--- src/rtl/pp_fifo.sv ---
module pp_fifo #(
  parameter int DEPTH = 4,
  parameter int WIDTH = 8,
  localparam int CW = $clog2(DEPTH + 1),
  localparam int PW = (DEPTH > 1) ? $clog2(DEPTH) : 1
) (
  input  logic             clk,
  input  logic             rst,
  input  logic             put,
  input  logic [WIDTH-1:0] din,
  input  logic             get,
  output logic [WIDTH-1:0] head,
  output logic [CW-1:0]    count,
  output logic             err
);

  logic [WIDTH-1:0] mem [DEPTH];
  logic [PW-1:0]    wr_ptr, rd_ptr;

  wire full  = (count == CW'(DEPTH));
  wire empty = (count == '0);
  wire do_wr = put && !full;
  wire do_rd = !put && get && !empty;
  wire bad   = (put && full) || (!put && get && empty);

  function automatic logic [PW-1:0] step_ptr(input logic [PW-1:0] p);
    return (p == PW'(DEPTH - 1)) ? '0 : p + 1'b1;
  endfunction

  assign head = mem[rd_ptr];

  always_ff @(posedge clk) begin
    if (do_wr) mem[wr_ptr] <= din;
  end

  always_ff @(posedge clk) begin
    if (rst) begin
      wr_ptr <= '0;
      rd_ptr <= '0;
      count  <= '0;
      err    <= 1'b0;
    end else begin
      err <= bad;
      if (do_wr) begin
        wr_ptr <= step_ptr(wr_ptr);
        count  <= count + 1'b1;
      end else if (do_rd) begin
        rd_ptr <= step_ptr(rd_ptr);
        count  <= count - 1'b1;
      end
    end
  end

endmodule


--- config.mk ---
export PLATFORM = sky130hd
export DESIGN_NAME = pp_fifo
export DESIGN_NICKNAME = d
export VERILOG_FILES = /design/src/rtl/pp_fifo.sv
export SDC_FILE = /design/constraint.sdc
export NUM_CORES = 1
export LEC_CHECK = 0
export ABC_AREA = 1
export BUFFER_PORTS_ARGS = -buffer_cell sky130_fd_sc_hd__buf_2
export CELL_PAD_IN_SITES_DETAIL_PLACEMENT = 0
export CELL_PAD_IN_SITES_GLOBAL_PLACEMENT = 2
export CORE_ASPECT_RATIO = 1.2
export CORE_MARGIN = 1.5
export CORE_UTILIZATION = 35
export CTS_BUF_LIST = sky130_fd_sc_hd__clkbuf_2 sky130_fd_sc_hd__clkbuf_4 sky130_fd_sc_hd__clkbuf_8
export CTS_CLUSTER_DIAMETER = 120
export CTS_CLUSTER_SIZE = 8
export DETAILED_ROUTE_END_ITERATION = 8
export PLACE_DENSITY_LB_ADDON = 0.1
export SKIP_CTS_REPAIR_TIMING = 1
export SYNTH_ARGS = -nofsm -noshare
export SYNTH_HDL_FRONTEND = slang
export SYNTH_SLANG_ARGS = --single-unit
export TNS_END_PERCENT = 20
--- constraint.sdc ---
create_clock -name clk -period 1.5 [get_ports clk]
set_input_delay 0.075 -clock clk [delete_from_list [all_inputs] [get_ports clk]]
set_output_delay 0.075 -clock clk [all_outputs]
set_load 0.1 [all_outputs]
Word-level counts from Yosys, hierarchy flattened
Memories as Yosys holds them, arrays and structs flattened. A register that Yosys moved wholly into a read port is not among the register bits.
Index checks and enable logic that the tools add are counted.
{"block": "word_totals", "wordCells": 33, "output_inout_bits": 12, "reg_bits": 8, "mem_bits_rw": 32, "n_memories": 1}
{"block": "op_classes", "n_reduce_logical": 12, "mux": 8, "n_eq_ne": 3, "bitwise": 1, "add_sub_neg": 4}
{"memory": "mem", "depth": 4, "width": 8, "read_ports": 1, "rd_ports_with_merged_regs": 1, "write_ports": 1, "line": "17", "source": "logic [WIDTH-1:0] mem [DEPTH];"}
{"op": "2-to-1 mux 2 bit", "count": 4}
{"op": "2-to-1 mux 3 bit", "count": 2}
{"op": "logical AND 1 bit", "count": 5}
{"op": "adder 2 x 1 -> 2 bit (second input constant)", "count": 2}
{"op": "equality test 2 bit (second input constant)", "count": 2}
{"op": "adder 3 x 1 -> 3 bit (second input constant)", "count": 1}
{"op": "equality test 3 bit (second input constant)", "count": 1}
{"op": "zero test 1 bit", "count": 3}
{"op": "zero test 3 bit", "count": 1}
{"op": "subtractor 3 x 1 -> 3 bit (second input constant)", "count": 1}
{"op": "2-to-1 mux 1 bit", "count": 2}
{"op": "AND reduction 2 bit", "count": 1}
{"op": "nonzero test 2 bit", "count": 1}
{"op": "logical OR 1 bit", "count": 1}
{"op": "NOT 1 bit", "count": 1}

Logic depth before layout (Yosys ltp)
{"block": "depth", "ltp_word": 7, "mapped_depth": 11, "mapped_depth_nobuf": 10}

Worst setup path before layout
Ideal clock, no wire load.
{"block": "synth_path", "kind": "reg2reg", "start": "register count[0]", "end": "register count[2]", "period_less_slack_ns": 2.295, "arrival_time_ns": 2.179, "setup_ns": 0.116, "path_stages_with_launch": 11, "required_ns": 1.384, "setup_slack_ns": -0.795, "cell_sequence": "dfxtp_1 -> nor2_2 -> nand2_2 -> nand2_2 -> buf_6 -> xor2_1 -> ha_1 -> nor2_1 -> nand3_1 -> a21oi_1 -> nor2_1"}
{"block": "synth_between", "elab_chain_len": 4}
{"element": "start, declared", "line": "13", "source": "output logic [CW-1:0] count,"}
{"element": "start signal, assigned", "line": "46", "source": "count <= count + 1'b1;"}
{"element": "start signal, assigned", "line": "49", "source": "count <= count - 1'b1;"}
{"element": "branches (longest 4 deep; another with subtractor 3 x 1 -> 3 bit)"}
Several ways; the timed one is not identified. The select of a mux whose other input is x is not followed.
A chain may end at the register's enable or synchronous reset.

==> impl_metrics.py <==
metrics = {
    "clocking": {
        "htreeDepth": 2,
        "cts_tree": "built",
        "path_clk_slew_ps": 80,
        "clk-insertion-delay-late_ps": 290,
        "ctsRootBufferMaster": "clkbuf_8",
        "cts_num_sinks": 42,
        "cts_buffers": 5,
        "clockBufferDepth": 2,
    },
    "placed_design": {
        "hpwl_mm": 2.29,
        "io_buffer_count": 23,
        "dp_cells": 228,
        "gp_congestion": 0.699,
    },
    "die": {
        "initial_core_util_pct": 36.6,
        "ios": 24,
        "core_um2": 4630,
        "num_rows": 27,
        "die_y_um": 79.2,
        "fp.dieW_um": 66.5,
        "die_area_um2": 5260,
    },
    "global_route": {
        "track_usage_pct": 14.0,
        "grt-ovfl-total": 0,
        "grt_pass1_vias": 1102,
        "grt_start_max_net_pins": 17,
        "antenna_found_initial": 0,
        "grt_pass1_wl_mm": 5.34,
    },
    "detailed_routing": {
        "vias": 1188,
        "drc": 0,
        "routedWlPerCell_um": 14.2,
        "routed_wirelength_mm": 3.50,
        "drtAntennaViolNets": 0,
        "avgViaCountPerCell": 4.83,
        "dr.pass1.iters": 4,
        "drt_iter0_drc": 53,
    },
    "synth": {
        "yosys_warnings": 0,
        "syn_nets": 162,
        "synth-seq-cells": 42,
        "synth_cell_types": 17,
        "avgSynthCellArea_um2": 11.7,
        "synth_area_um2": 1690,
        "syn_inst": 144,
        "ys_seq_area_share_pct": 68.6,
    },
    "cells_and_area": {
        "areaGrowthSynthToFinish_pct": 44.5,
        "antenna_cells": 0,
        "final_nets": 206,
        "fin_cells": 246,
        "drive_gt1_share_pct": 43.1,
        "utilization_pct": 52.8,
    },
    "power": {
        "peakVddDrop_uv": 713,
        "p_leak_nw": 0.917,
        "power.density_nw_per_um2": 1370,
    },
    "setup_path": {
        "worstPathArrival_ps": 1390,
        "cp.required_ps": 1420,
        "path_class": "register to output pin",
        "cp_max_fo": 8,
        "cp-start-kind": "register",
        "worst_setup_path_end_kind": "output pin",
    },
    "timing": {
        "period_share_pct": 98.0,
        "fin_crit_ps": 1470,
        "worst_pin_slew_ps": 496,
        "maxSlewViolCount": 0,
        "setup_viol": 0,
        "hold-worst-slack_ps": -3.05,
        "finClkSkew_ps": 5.69,
        "hold_viol_final": 1,
        "fmax_ghz": 0.681,
        "rsz0062_at_grt": "true",
        "slew_headroom_pct": 67.2,
    },
    "outcome": {
        "violations": "negative hold slack",
        "outcome": "finished with violations",
    },
    "min_path": {
        "hp-class": "input port to register",
    },
    "job": {
        "maxCapViolations": 0,
    },
}
synthesized netlist by cell type:
master	number	share of area, %
o22ai_1	8	3.0
buf_2	2	0.59
a21oi_1	6	1.8
dfxtp_1	10	12
nand3_1	8	2.4
nor2_1	26	5.8
nand2_1	7	1.6
xor2_1	1	0.52
inv_1	12	2.7
buf_6	1	0.67
nor2_2	2	0.74
ha_1	6	4.4
o21ai_1	1	0.30
edfxtp_1	32	57
nand2_2	4	1.5
o21ai_0	17	5.0
a21oi_2	1	0.52
power breakdown:
group,total [W],internal [W],switching (W)
logic,0.00111,0.000376,0.000736
clock network,0.000841,0.000481,0.000360
registers,0.00141,0.00135,0.0000577
total,0.00336,0.00221,0.00115
critical path, cell delays in order, from the launching register on:
cell,delay (ps)
dfxtp_4,370
buf_6,140
o21ai_0,300
o22ai_4,120
buf_12,170
final cells by class:
cell class	count	area, µm²
clock buffers	5	68.8
clock inverters	2	33.8
fillers	405	2180
inverters	12	52.6
multi-input cells	87	644
flip-flops and latches	42	1180
well taps	58	72.6
repair buffers	40	392
kinds of logic after synthesis:
family	Yosys count	synth area share [%]
fa+ha+maj	6	4.44
simple gates	47	11.9
buf+inv	15	3.92
flops	42	68.6
compound gates	33	10.6
xor+xnor	1	0.518
state kept, by name, indices dropped and copies added, names as in the netlist, named ones only:
signal  cells
err         1
count       3
wr_ptr      2
rd_ptr      2
mem        32
through the flow:
step	area [µm²]	setup slack [ps]	total power [W]	TNS, ps	hold slack, ps
after detailed placement	2150	89.8	0.00247	0	294
after CTS	2250	-211	0.00331	-1600	-9.90
final	2440	30.5	0.00336	0	-3.05
after global placement	2150	143	0.00245	0	284
after floorplan	1820	-166	0.00216	-4770	128
after global routing	2440	-33.9	0.00351	-134	0.0153
worst paths after layout:
| kind | start | to | slack (ps) | depth (start not counted) |
|---|---|---|---|---|
| worst min-delay path | rst | count[1] | -3 | 2 |
| worst max register to register | count[0] | count[2] | 90 | 9 |
| worst min register to register | rd_ptr[1] | register | 500 | 2 |
| worst max-delay path | register | head[2] | 30 | 4 |
per-layer routing:
| metal | wire [µm] | global-route usage, % | share of wire, % | vias to the layer above |
|---|---|---|---|---|
| li1 | - | - | - | 590 |
| met1 | 1410 | 15.8 | 40 | 562 |
| met2 | 1930 | 24.8 | 55 | 31 |
| met3 | 131 | 4.53 | 3.7 | 5 |
| met4 | 37 | 4.29 | 1.1 | 0 |
| met5 | 0 | 0 | 0 | - |
cells in the final DEF (no fill, tap or decap), drive strengths merged:
cell and n:
a21oi 7, nand2 11, ha 6, dfxtp 10, nor2 28, dlygate4sd3 5, o21ai 18, clkbuf 6
inv 10, o22ai 8, xor2 1, clkinvlp 2, bufinv 1, clkinv 1, buf 34, edfxtp 32
nand3 8
No activity file was read; power rests on OpenSTA's default activity.
